===== config.mk =====
export PLATFORM = sky130hd
export DESIGN_NAME = pkt_coalesce
export DESIGN_NICKNAME = d
export VERILOG_FILES = /design/src/rtl/pkt_coal_pkg.sv /design/src/rtl/pkt_coal_count.sv /design/src/rtl/pkt_coal_wait.sv /design/src/rtl/pkt_coal_irq.sv /design/src/rtl/pkt_coalesce.sv
export SDC_FILE = /design/constraint.sdc
export NUM_CORES = 1
export LEC_CHECK = 0
export CAP_MARGIN = 0
export CORE_MARGIN = 1.5
export CORE_UTILIZATION = 45
export CTS_CLUSTER_SIZE = 40
export DETAILED_ROUTE_END_ITERATION = 8
export DONT_BUFFER_PORTS = 1
export GPL_TIMING_DRIVEN = 0
export PLACE_DENSITY = 0.65
export REMOVE_ABC_BUFFERS = 1
export SLEW_MARGIN = 20
export SYNTH_ARGS = -nofsm -noshare
export SYNTH_HDL_FRONTEND = slang
export SYNTH_SLANG_ARGS = --single-unit

===== constraint.sdc =====
create_clock -name clk -period 7.06 [get_ports clk]
set_clock_uncertainty 0.05 [all_clocks]
set_input_delay 0.706 -clock clk [delete_from_list [all_inputs] [get_ports clk]]
set_output_delay 0.706 -clock clk [all_outputs]
set_load 0.05 [all_outputs]

===== src/rtl/pkt_coal_pkg.sv =====
package pkt_coal_pkg;
  // register addresses
  localparam int A_CNT   = 0;
  localparam int A_DEC   = 1;
  localparam int A_THR   = 2;
  localparam int A_BOUND = 3;
  localparam int A_STAT  = 4;
  localparam int A_EN    = 5;
  // status / enable layout
  localparam int ST_W    = 8;
  localparam int B_PKT   = 2;
  localparam int B_THR   = 3;
  localparam int B_WAIT  = 4;
  localparam logic [ST_W-1:0] ST_USED = 8'b0001_1100;
endpackage


===== src/rtl/pkt_coal_count.sv =====
module pkt_coal_count #(
  parameter int CNT_W = 8
) (
  input  logic             clk,
  input  logic             rst_n,
  input  logic             inc_i,
  input  logic             dec_i,
  input  logic [CNT_W-1:0] thr_i,
  output logic [CNT_W-1:0] cnt_o,
  output logic             thr_hit_o
);
  localparam logic [CNT_W-1:0] CNT_MAX = {CNT_W{1'b1}};

  logic [CNT_W-1:0] cnt_q, cnt_d;
  logic             dec_ok;

  assign dec_ok = dec_i && (cnt_q != '0);

  always_comb begin
    cnt_d = cnt_q;
    if (inc_i && !dec_ok) begin
      if (cnt_q != CNT_MAX) cnt_d = cnt_q + 1'b1;
    end else if (dec_ok && !inc_i) begin
      cnt_d = cnt_q - 1'b1;
    end
  end

  always_ff @(posedge clk or negedge rst_n) begin
    if (!rst_n) cnt_q <= '0;
    else        cnt_q <= cnt_d;
  end

  // crossing event: below threshold now, at or above after this edge
  assign thr_hit_o = (thr_i != '0) && (cnt_q < thr_i) && (cnt_d >= thr_i);
  assign cnt_o     = cnt_q;
endmodule


===== src/rtl/pkt_coal_wait.sv =====
module pkt_coal_wait #(
  parameter int WB_W     = 16,
  parameter int PRESCALE = 1024
) (
  input  logic            clk,
  input  logic            rst_n,
  input  logic            pkt_i,
  input  logic            active_i,
  input  logic [WB_W-1:0] bound_i,
  output logic            fire_o
);
  localparam int PRE_W = (PRESCALE > 1) ? $clog2(PRESCALE) : 1;

  logic            restart, running, tick;
  logic [WB_W-1:0] wait_q;
  logic            expired_q;

  assign restart = pkt_i || !active_i;
  assign running = !restart && !expired_q && (bound_i != '0);

  generate
    if (PRESCALE > 1) begin : g_pre
      localparam logic [PRE_W-1:0] PRE_LAST = PRE_W'(PRESCALE - 1);
      logic [PRE_W-1:0] pre_q;
      always_ff @(posedge clk or negedge rst_n) begin
        if (!rst_n)       pre_q <= '0;
        else if (restart) pre_q <= '0;
        else if (running) pre_q <= (pre_q == PRE_LAST) ? '0 : pre_q + 1'b1;
      end
      assign tick = (pre_q == PRE_LAST);
    end else begin : g_nopre
      assign tick = 1'b1;
    end
  endgenerate

  assign fire_o = running && tick && (({1'b0, wait_q} + 1'b1) >= {1'b0, bound_i});

  always_ff @(posedge clk or negedge rst_n) begin
    if (!rst_n) begin
      wait_q    <= '0;
      expired_q <= 1'b0;
    end else if (restart) begin
      wait_q    <= '0;
      expired_q <= 1'b0;
    end else if (running && tick) begin
      wait_q <= wait_q + 1'b1;
      if (fire_o) expired_q <= 1'b1;
    end
  end
endmodule


===== src/rtl/pkt_coal_irq.sv =====
module pkt_coal_irq
  import pkt_coal_pkg::*;
(
  input  logic            clk,
  input  logic            rst_n,
  input  logic [ST_W-1:0] set_i,
  input  logic            clr_we_i,
  input  logic [ST_W-1:0] clr_i,
  input  logic            en_we_i,
  input  logic [ST_W-1:0] en_i,
  output logic [ST_W-1:0] status_o,
  output logic [ST_W-1:0] enable_o,
  output logic            irq_o
);
  logic [ST_W-1:0] status_q, enable_q, clr_mask;

  assign clr_mask = clr_we_i ? clr_i : '0;

  always_ff @(posedge clk or negedge rst_n) begin
    if (!rst_n) begin
      status_q <= '0;
      enable_q <= '0;
    end else begin
      status_q <= ((status_q & ~clr_mask) | set_i) & ST_USED;
      if (en_we_i) enable_q <= en_i & ST_USED;
    end
  end

  assign status_o = status_q;
  assign enable_o = enable_q;
  assign irq_o    = |(status_q & enable_q);
endmodule


===== src/rtl/pkt_coalesce.sv =====
module pkt_coalesce
  import pkt_coal_pkg::*;
#(
  parameter int CNT_W    = 8,
  parameter int WB_W     = 16,
  parameter int PRESCALE = 1024,
  parameter int ADDR_W   = 3,
  parameter int DATA_W   = 32
) (
  input  logic              clk,
  input  logic              rst_n,
  input  logic              pkt_done_i,
  input  logic              reg_wr_i,
  input  logic [ADDR_W-1:0] reg_addr_i,
  input  logic [DATA_W-1:0] reg_wdata_i,
  output logic [DATA_W-1:0] reg_rdata_o,
  output logic              irq_o
);
  logic [CNT_W-1:0] thr_q, cnt;
  logic [WB_W-1:0]  bound_q;
  logic             dec_cmd, thr_hit, wait_fire;
  logic             wr_thr, wr_bound, wr_stat, wr_en;
  logic [ST_W-1:0]  set_vec, status, enable;
  logic             unused_wdata;

  assign dec_cmd  = reg_wr_i && (reg_addr_i == ADDR_W'(A_DEC));
  assign wr_thr   = reg_wr_i && (reg_addr_i == ADDR_W'(A_THR));
  assign wr_bound = reg_wr_i && (reg_addr_i == ADDR_W'(A_BOUND));
  assign wr_stat  = reg_wr_i && (reg_addr_i == ADDR_W'(A_STAT));
  assign wr_en    = reg_wr_i && (reg_addr_i == ADDR_W'(A_EN));
  assign unused_wdata = ^reg_wdata_i;

  always_ff @(posedge clk or negedge rst_n) begin
    if (!rst_n) begin
      thr_q   <= '0;
      bound_q <= '0;
    end else begin
      if (wr_thr)   thr_q   <= reg_wdata_i[CNT_W-1:0];
      if (wr_bound) bound_q <= reg_wdata_i[WB_W-1:0];
    end
  end

  pkt_coal_count #(.CNT_W(CNT_W)) u_count (
    .clk(clk), .rst_n(rst_n), .inc_i(pkt_done_i), .dec_i(dec_cmd),
    .thr_i(thr_q), .cnt_o(cnt), .thr_hit_o(thr_hit)
  );

  pkt_coal_wait #(.WB_W(WB_W), .PRESCALE(PRESCALE)) u_wait (
    .clk(clk), .rst_n(rst_n), .pkt_i(pkt_done_i), .active_i(cnt != '0),
    .bound_i(bound_q), .fire_o(wait_fire)
  );

  always_comb begin
    set_vec         = '0;
    set_vec[B_PKT]  = pkt_done_i;
    set_vec[B_THR]  = thr_hit;
    set_vec[B_WAIT] = wait_fire;
  end

  pkt_coal_irq u_irq (
    .clk(clk), .rst_n(rst_n), .set_i(set_vec),
    .clr_we_i(wr_stat), .clr_i(reg_wdata_i[ST_W-1:0]),
    .en_we_i(wr_en), .en_i(reg_wdata_i[ST_W-1:0]),
    .status_o(status), .enable_o(enable), .irq_o(irq_o)
  );

  always_comb begin
    reg_rdata_o = '0;
    case (reg_addr_i)
      ADDR_W'(A_CNT):   reg_rdata_o = DATA_W'(cnt);
      ADDR_W'(A_THR):   reg_rdata_o = DATA_W'(thr_q);
      ADDR_W'(A_BOUND): reg_rdata_o = DATA_W'(bound_q);
      ADDR_W'(A_STAT):  reg_rdata_o = DATA_W'(status);
      ADDR_W'(A_EN):    reg_rdata_o = DATA_W'(enable);
      default:          reg_rdata_o = '0;
    endcase
  end
endmodule


==> Word level (Yosys, flattened, before mapping) <==
Cells that the tools add are included.
{ "word_totals": {"latchBits": 0, "wordCells": 69, "ram_bits": 0, "mem_count": 0, "out_inout_bits": 33, "reg_bits": 65, "rom_bits": 0} }
{ "op_classes": {"div": 0, "n_mux": 13, "reduce_logical": 29, "mul": 0, "n_bitwise": 4, "n_shift": 0, "n_eq_ne": 7, "add_sub_neg": 5, "order_cmp": 3} }
{ "op_table": {"columns": ["op", "n"], "rows": [
  ["$pmux W16 S5", 1],
  ["$mux W16", 2],
  ["$mux W10", 3],
  ["$mux W8", 3],
  ["$add A16 B1 Y17 const B", 1],
  ["$ge A17 B16 Y1", 1],
  ["$add A16 B1 Y16 const B", 1],
  ["$reduce_bool A16 Y1", 1],
  ["$reduce_bool A8 Y1", 2],
  ["$logic_and A1 B1 Y1", 14],
  ["$add A10 B1 Y10 const B", 1],
  ["$and A5 B5 Y5", 2],
  ["$eq A10 B10 Y1 const B", 1],
  ["$add A8 B1 Y8 const B", 1],
  ["$ge A8 B8 Y1", 1],
  ["$lt A8 B8 Y1", 1],
  ["$ne A8 B8 Y1 const B", 1],
  ["$reduce_or A8 Y1", 1],
  ["$sub A8 B1 Y8 const B", 1],
  ["$eq A3 B2 Y1 const B", 2],
  ["$eq A3 B3 Y1 const B", 2],
  ["$reduce_bool A2 Y1", 3],
  ["$logic_not A1 Y1", 5],
  ["$mux W5", 1],
  ["7 further kinds", 9]
]} }

==> Logic depth before layout (Yosys ltp) <==
Gate-level depths: netlist (run 1).
{ "logic_depth": {"word_depth": 11, "mapped_depth": 14, "mapped_depth_nobuf": 13} }

==> Modules after synthesis <==
A second synthesis (run 1) with hierarchy kept.
{ "hier_totals": {"cells_unflattened": 513, "area_unflattened_um2": 4882.2} }
{ "modules_own_cells": {"columns": ["module", "cells_per_inst", "area_per_inst_um2", "seq_area_each_um2", "instances"], "rows": [
  ["pkt_coal_wait", 244, 2093.3, 675.6, 1],
  ["pkt_coalesce", 128, 1490.2, 600.6, 1],
  ["pkt_coal_count", 113, 988.4, 200.2, 1],
  ["pkt_coal_irq", 28, 310.3, 150.1, 1]
]} }

==> Worst setup path after synthesis (run 1) <==
Ideal clock, no wire load.
{ "synth_path": {"path_type": "reg-to-reg", "from": "register u_count.cnt_q[0] (netlist: u_count.cnt_o[0])", "to": "register u_irq.status_q[3] (netlist: u_irq.status_o[3])", "path_stages_with_launch": 14, "arrival_ns": 2.828, "synth_period_minus_slack_ns": 2.999, "required_ns": 6.888, "n_path_buf": 1, "slack_ns": 4.061, "path_cell_list": "dfrtp_1 -> inv_1 -> ha_1 -> or3b_2 -> o21ai_2 -> and3_1 -> buf_6 -> a41oi_1 -> xnor2_1 -> ha_1 -> a21o_1 -> a211oi_1 -> o21ai_0 -> a32o_1"} }
{ "synth_between": {"elab_chain_len": 8, "word_cells_on_any_way": 16, "classes_between": "2 x add/sub; 2 x order compare; 1 x eq/ne; 3 x mux; 1 x bitwise; 7 x reduce/logical"} }
{ "synth_lines": {"columns": ["item", "line", "rtl"], "rows": [
  ["start: declaration", "pkt_coal_count.sv:14", "logic [CNT_W-1:0] cnt_q, cnt_d;"],
  ["start signal: assignment", "pkt_coal_count.sv:30", "else cnt_q <= cnt_d;"],
  ["parallel branches: the longest is 4 deep, another holds $sub A8 B1 Y8", null, null],
  ["$mux W8 (*)", "pkt_coal_count.sv:21", "if (inc_i && !dec_ok) begin"],
  ["named net u_count.cnt_d[5]", "pkt_coal_count.sv:14", null],
  ["$ge A8 B8 Y1 (*)", "pkt_coal_count.sv:34", "assign thr_hit_o = (thr_i != '0) && (cnt_q < thr_i) && (cnt_d >= thr_i);"],
  ["$logic_and A1 B1 Y1 (*)", "pkt_coal_count.sv:34", null],
  ["$or A5 B5 Y5 (*)", "pkt_coal_irq.sv:24", "status_q <= ((status_q & ~clr_mask) | set_i) & ST_USED;"],
  ["end signal: assignment", "pkt_coal_irq.sv:24", null],
  ["end: declaration", "pkt_coal_irq.sv:15", "logic [ST_W-1:0] status_q, enable_q, clr_mask;"]
]} }
Mark *: on every way through the listed nets, which the timed path passes.
A chain may end at the register's enable or synchronous reset.

==> Worst setup path after layout (run 1) <==
Same ends and word-level chain as after synthesis.

==> results of run 1 <==
-- metrics by stage --
| stage | instances | hold WS [ps] |
|---|---|---|
| 6_report | 614 | 165 |
| 5_1_grt | 614 | 174 |
| 3_5_place_dp | 596 | 363 |
| 2_1_floorplan | 463 | 360 |
| 3_3_place_gp | 596 | 362 |
| 4_1_cts | 614 | 164 |
-- registers in the layout, indices dropped and copies added (netlist names) --
signal / cells
u_irq.enable_o: 3
thr_q: 8
bound_q: 16
u_wait.wait_q: 16
u_count.cnt_o: 8
u_irq.status_o: 3
u_wait.g_pre.pre_q: 10
u_wait.expired_q: 1
-- power by group through the flow --
stage	logic [mW]	registers (mW)	clock network (mW)
after global routing	0.439	0.542	0.288
after CTS	0.391	0.529	0.272
after global placement	0.365	0.534	0
after floorplan	0.318	0.500	0
final	0.387	0.532	0.263
after detailed placement	0.379	0.536	0
-- layout by cell type, fill, tap and decap left out, types with 4 or more instances in the layout --
cell type and n:
clkinv_2 4, and4_1 5, and3_1 12, nor2b_1 5, conb_1 16, a211oi_1 6, nor3_1 4, nand2_1 34
clkbuf_8 9, and2_1 5, a22o_1 5, nand4_1 13, ha_1 35, mux2i_1 9, a31oi_1 4, mux2_2 21
xnor2_1 14, nor4_1 12, nor2_1 43, a21oi_1 22, nand3_1 18, xor2_1 22, o21ai_0 17, inv_1 35
dfrtp_1 65
-- cell usage after synthesis (all sizes together), types with 3 or more instances --
| library cell | instances |
|---|---|
| a211oi | 6 |
| a21o | 3 |
| a21oi | 22 |
| a22o | 5 |
| a31oi | 4 |
| and2 | 5 |
| and3 | 12 |
| and4 | 5 |
| buf | 25 |
| clkbuf | 9 |
| dfrtp | 65 |
| ha | 35 |
| inv | 35 |
| mux2 | 21 |
| mux2i | 9 |
| nand2 | 34 |
| nand2b | 3 |
| nand3 | 18 |
| nand4 | 13 |
| nor2 | 43 |
| nor2b | 5 |
| nor3 | 5 |
| nor4 | 12 |
| o2111ai | 3 |
| o21ai | 19 |
| xnor2 | 14 |
| xor2 | 22 |
-- cell type report --
class	instances	share of cell area [%]
Clock buffer	12	2.89
Clock inverter	4	0.428
Inverter	35	2.81
Multi-Input combinational cell	363	54.7
Sequential cell	65	34.8
Tap cell	133	3.56
Timing Repair Buffer	2	0.803
-- worst max-delay path, delay by kind of cell (launching register included) --
family | cells | cell delay (ps)
xor gates and xnor gates | 1 | 210
DFF | 1 | 460
buffers and inverters | 1 | 140
adders and majority gates | 2 | 450
and+or+nand+nor | 2 | 890
AOI/OAI and AO/OA | 6 | 1090
-- cells by family after synthesis --
group                      count (synthesis)  synth area share (%)
DFF                                       65                  36.5
and+or+nand+nor                          165                  19.2
other                                      1                0.0841
AOI/OAI and AO/OA                         81                  12.3
buffers and inverters                     69                  7.69
muxes                                     30                  7.33
xor gates and xnor gates                  36                  7.07
adders and majority gates                 35                  9.83
-- final timing paths --
| kind | start | endpoint | slack, ps | cells past startpoint |
|---|---|---|---|---|
| min | rst_n | bound_q[9] | 160 | 1 |
| max in group asynchronous | rst_n | u_wait.wait_q[1] | 5660 | 1 |
| max | u_count.cnt_o[0] | u_irq.status_o[3] | 3660 | 12 |
| min in group clk | reg_wdata_i[2] | thr_q[2] | 430 | 2 |
| min reg2reg | u_irq.status_o[2] | u_irq.status_o[2] | 490 | 2 |
| max reg2reg | u_count.cnt_o[0] | u_irq.status_o[3] | 3660 | 12 |
-- metal layers --
metal / vias up / track usage, % / share of wire, %
met2: 73 / 33.7 / 46
met3: 9 / 4.34 / 5.3
met1: 1655 / 26.7 / 47
met4: 0 / 6.95 / 1.1
li1: 1678 / - / -
met5: - / 0 / 0
==> summary.md, run 1 <==
| Metric | Value |
|---|---|
| Count of input and output buffers | 0 |
| Yosys warnings | 0 |
| Pin count of the biggest net entering global routing | 51 |
| Die height | 103 um |
| Switching share of total power | 39.4% |
| Distinct cell type count after synthesis | 58 |
| Status | complete, no violations |
| Final Worst Setup Slack | 3660 ps |
| Area contributors post-synth | dfrtp_1, ha_1, mux2_2, xor2_1, nor2_1 |
| Global-route usage over all layers | 20.4% |
| Crit share post-route | 48.1% |
| IO Count | 72 |
| Number of buffers added to fix hold violations after cts | 2 |
| Sum of routed wire length over all layers | 10.1 mm |
| Asr flop ratio synth | 100% |
| Power after layout | 1.18 mW |
| CP dominant cell by count | ha_1 |
| Number of max-cap violations | 0 |
| Arr. time, crit path | 3580 ps |
| DR vias/cell | 5.56 |
| Util after Layout | 48.3% |
| Ant diodes | 0 |
| Hold violation total from the final report | 0 |
| Number of nets still failing antenna checks after routing | 0 |
| Cell area after placement | 4480 um^2 |
| DRC violation total after the first TritonRoute iteration | 139 |
| Yosys top cell area share | 36.5% |
| Count of cells resized by post-cts repair | 0 |
| Clock transition at the registers of the reported paths | 70 ps |
| Total clock sinks | 65 |
| Critical path cell sequence | inv_1 -> ha_1 -> or3b_2 -> o21ai_2 -> and3_1 -> a41oi_1 -> xnor2_1 -> ha_1 -> a21o_1 -> a211oi_1 -> o21ai_0 -> a32o_1 |
| Required time of the critical path | 7240 ps |
| Combinational share of power | 32.7% |
| Share of power burned in the clock network | 22.3% |
| Effective utilization at floorplan | 46.0% |
| Worst setup SP type | flip-flop |
| Slowest cell delay on critical path | 500 ps |
| Dominant synthesized flop cell | dfrtp_1 |
| Number of vias after detailed routing | 3415 |
| Worst-Skew Late Latency | 340 ps |
| Design internal power | 0.716 mW |
| Number of enable-type register cells in the synthesized netlist | 0 |
| Number of global-route vias before repair | 3270 |
| Maximum achievable frequency | 0.294 GHz |
| DRC violation count after routing | 0 |
| Number of antenna violations at the first check in global routing | 0 |
| Max Root-Sink Buffers | 2 |
| Share of post-route cells with drive strength above 1 | 9.56% |
| Final period demand of the worst path | 3400 ps |
| Post-synth design cell area | 4460 um^2 |
| Multi-input gate area in the final layout | 2560 um^2 |
| Setup-failing EPs final | 0 |
| Post-layout nets | 550 |
| Max-slew violation total from the final report | 0 |
| Core area | 9680 um^2 |
| TritonCTS Buffers | 9 |
| Placer's final routability congestion estimate | 0.846 |
| Crit end category | flip-flop |
| Gate Count Post-Synth | 482 |
| H-tree depth | 3 |
| Average wire per standard cell | 16.4 um |
| Cell at the root of the clock tree | clkbuf_8 |
| # Post-CTS Setup Buffers | 0 |
| Worst vdd ir | 0.165 mV |
| Power per cell area | 253 nW/um^2 |
| Share of the yosys chip area belonging to registers | 36.5% |
| Pleak | 2.16 nW |
| Critical path type | flip-flop to flip-flop |
| Final standard cell area without fillers | 4680 um^2 |
| Number of standard-cell rows in the floorplan | 36 |
| Tightest Pin Transition | 1060 ps |
| Area growth syn-to-layout | 4.91% |
| Die footprint | 10500 um^2 |
| Global-route wire length before repair | 16.4 mm |
| Net switching power | 0.466 mW |
| Worst min-delay path category | primary input to asynchronous set/reset pin |
| Post-place setup slack | 3650 ps |
| Biggest area consumer among synthesized cells | dfrtp_1 |
| Die width | 103 um |
| FF+latch count, synth | 65 |
| GR Overflow Total | 0 |
| RSZ-0062 raised after global routing | false |
| Register area | 1630 um^2 |
| Average footprint of a synthesized cell | 9.25 um^2 |
| Relative slew margins | 29.5% |
| Cell type of the slowest stage on the worst timing path | or3b_2 |
| Portion of total power attributed to sequential cells | 45.0% |
| CP Max Fanout | 9 |
| Total negative slack | 0 ps |
| Count of TritonRoute iterations in the first routing pass | 4 |
| Detail Placement HPWL | 7.52 mm |
| Clock tree from TritonCTS | done |
| Fill cell total of the finished layout | 929 |
Power figures use the tool's default switching activity.
==> inputs of run 2 (changes only) <==
- clock period: 7.06 -> 3.49 ns (I/O delays scaled with it)
==> run 2 against run 1 <==
Compared with the run above:
- non-clock buffer count unchanged
- register-to-register slack got worse by 3400 ps
- flip-flop and latch count unchanged
- combinational power increased by 100%
==> summary.md, run 2 (synthesized netlist as in run 1, its figures left out) <==
| Metric | Value |
|---|---|
| Count of input and output buffers | 0 (unchanged) |
| GR Overflow Total | 0 (unchanged) |
| # Post-CTS Setup Buffers | 0 (unchanged) |
| Post-place setup slack | 78.0 ps (-3570 ps) |
| Worst-Skew Late Latency | 340 ps (about the same) |
| IO Count | 72 (unchanged) |
| Count of TritonRoute iterations in the first routing pass | 5 (+1) |
| Non-Filler Instances | 614 (unchanged) |
| Regs by FF count | bound_q x16, u_wait.wait_q x16, u_wait.g_pre.pre_q x10 |
| Effective utilization at floorplan | 46.0% (unchanged) |
| Final period demand of the worst path | 3260 ps (-136 ps) |
| Die footprint | 10500 um^2 (unchanged) |
| RSZ-0062 raised after global routing | false |
| Worst min-delay path category | primary input to flip-flop |
| Number of vias after detailed routing | 3418 (+0.088%) |
| Ant diodes | 0 (unchanged) |
| Detail Placement HPWL | 7.52 mm (unchanged) |
| Cell type of the slowest stage on the worst timing path | or3b_2 |
| Pleak | 2.16 nW (about the same) |
| Sum of routed wire length over all layers | 9.97 mm (-0.91%) |
| DR vias/cell | 5.57 (about the same) |
| Slowest cell delay on critical path | 500 ps (about the same) |
| Clock transition at the registers of the reported paths | 70 ps (about the same) |
| Number of max-cap violations | 0 (unchanged) |
| Sum of buffers and inverters on the critical path | 1 (unchanged) |
| Worst setup SP type | flip-flop |
| Arr. time, crit path | 3440 ps (-140 ps) |
| Placer's final routability congestion estimate | 0.846 (unchanged) |
| Launch point of the worst reg-to-reg path | u_count.cnt_o[0] |
| Power after layout | 2.39 mW (+100%) |
| Tightest Pin Transition | 1060 ps (-4.28 ps) |
| Relative slew margins | 29.7% (+0.28 points) |
| Crit share post-route | 93.5% (+45 points) |
| Most common library cell in the layout ignoring fill and taps | dfrtp_1 |
| Number of global-route vias before repair | 3276 (+0.18%) |
| Maximum achievable frequency | 0.307 GHz (+4.2%) |
| DRC violation count after routing | 0 (unchanged) |
| Number of standard-cell rows in the floorplan | 36 (unchanged) |
| Util after Layout | 48.3% (+0.052 points) |
| H-tree depth | 3 (unchanged) |
| CP dominant cell by count | ha_1 |
| Crit end category | flip-flop |
| Final standard cell area without fillers | 4680 um^2 (+0.11%) |
| Global-route usage over all layers | 20.3% (-0.13 points) |
| Core area | 9680 um^2 (unchanged) |
| CP Max Fanout | 9 (unchanged) |
| Number of antenna violations at the first check in global routing | 0 (unchanged) |
| Critical path cell sequence | inv_1 -> ha_1 -> or3b_2 -> o21ai_2 -> and3_4 -> a41oi_1 -> xnor2_1 -> ha_1 -> a21o_1 -> a211oi_1 -> o21ai_0 -> a32o_1 |
| Critical Path Source | u_count.cnt_o[0] |
| Clock tree from TritonCTS | done |
| Max Root-Sink Buffers | 2 (unchanged) |
| Number of nets still failing antenna checks after routing | 0 (unchanged) |
| Critical path type | flip-flop to flip-flop |
| Pin count of the biggest net entering global routing | 66 (+29%) |
| Commonest non-fill, non-tap cells in the layout | dfrtp_1, nor2_1, inv_1, ha_1, nand2_1 |
| Area growth syn-to-layout | 5.03% |
| Required time of the critical path | 3670 ps (-3570 ps) |
| Share of post-route cells with drive strength above 1 | 9.77% (+0.21 points) |
| Status | complete, no violations |
| Cell area after placement | 4480 um^2 (unchanged) |
| TritonCTS Buffers | 9 (unchanged) |
| Hold slack final | 72.6 ps (-92.1 ps) |
| Dominant delay contributor by cell family on the critical path | compound AO/OA/AOI/OAI gates |
| DRC violation total after the first TritonRoute iteration | 165 (+19%) |
| Hold violation total from the final report | 0 (unchanged) |
| Die width | 103 um (unchanged) |
| Placed cell count | 596 (unchanged) |
| Launch instance of the worst min-delay path | reg_wdata_i[2] |
| Total clock sinks | 65 (unchanged) |
| Worst vdd ir | 0.338 mV (+100%) |
| Total negative slack | 0 ps (unchanged) |
| Max-slew violation total from the final report | 0 (unchanged) |
| Final Worst Setup Slack | 228 ps (-3430 ps) |
| Global-route wire length before repair | 16.3 mm (-0.42%) |
| Post-layout nets | 550 (unchanged) |
| Cell at the root of the clock tree | clkbuf_8 |
| Power per cell area | 511 nW/um^2 (+100%) |
| Die height | 103 um (unchanged) |
| Setup-failing EPs final | 0 (unchanged) |
| Average wire per standard cell | 16.2 um (-0.91%) |
run 2: path summary, 6_finish.rpt:
path	slack [ps]	cells past startpoint	end
worst max-delay path	230	12	u_irq.status_o[3]
worst min-delay path	70	2	thr_q[2]
worst max register to register	230	12	u_irq.status_o[3]
worst min register to register	470	2	u_irq.status_o[2]
max in group asynchronous	2610	2	thr_q[1]
min in group asynchronous	500	2	bound_q[9]
run 2: area by class of cell:
cell class,count,area (um^2)
fill,929,5000
multi-input combinational,363,2560
sequential,65,1630
tap,133,166
clock buffer,12,135
inverter,35,131
timing repair buffer,2,37.5
clock inverter,4,20.0
run 2: layer usage:
metal / share of wire, % / track usage [%] / up-vias
met4: 1.1 / 6.95 / 0
met5: 0 / 0 / -
li1: - / - / 1676
met3: 5.2 / 4.34 / 9
met1: 47 / 26.1 / 1660
met2: 47 / 34.0 / 73
run 2: what timing repair did:
action | 4_1_cts | 5_1_grt
hold endpoints to repair | 65 | 0
hold buffers | 2 | 0
resized for setup | 0 | 2
endpoints found under the setup margin | 0 | 1
run 2: power by group:
part	total (mW)	internal, mW	switching [mW]
clock network	0.531	0.253	0.277
registers	1.08	0.875	0.201
logic	0.784	0.320	0.464
run 2: worst register-to-register path, cell delays in order (launching register included):
cell,delay [ps]
dfrtp_1,460
inv_1,150
ha_1,170
or3b_2,500
o21ai_2,180
and3_4,280
a41oi_1,140
xnor2_1,210
ha_1,280
a21o_1,170
a211oi_1,200
o21ai_0,130
a32o_1,230
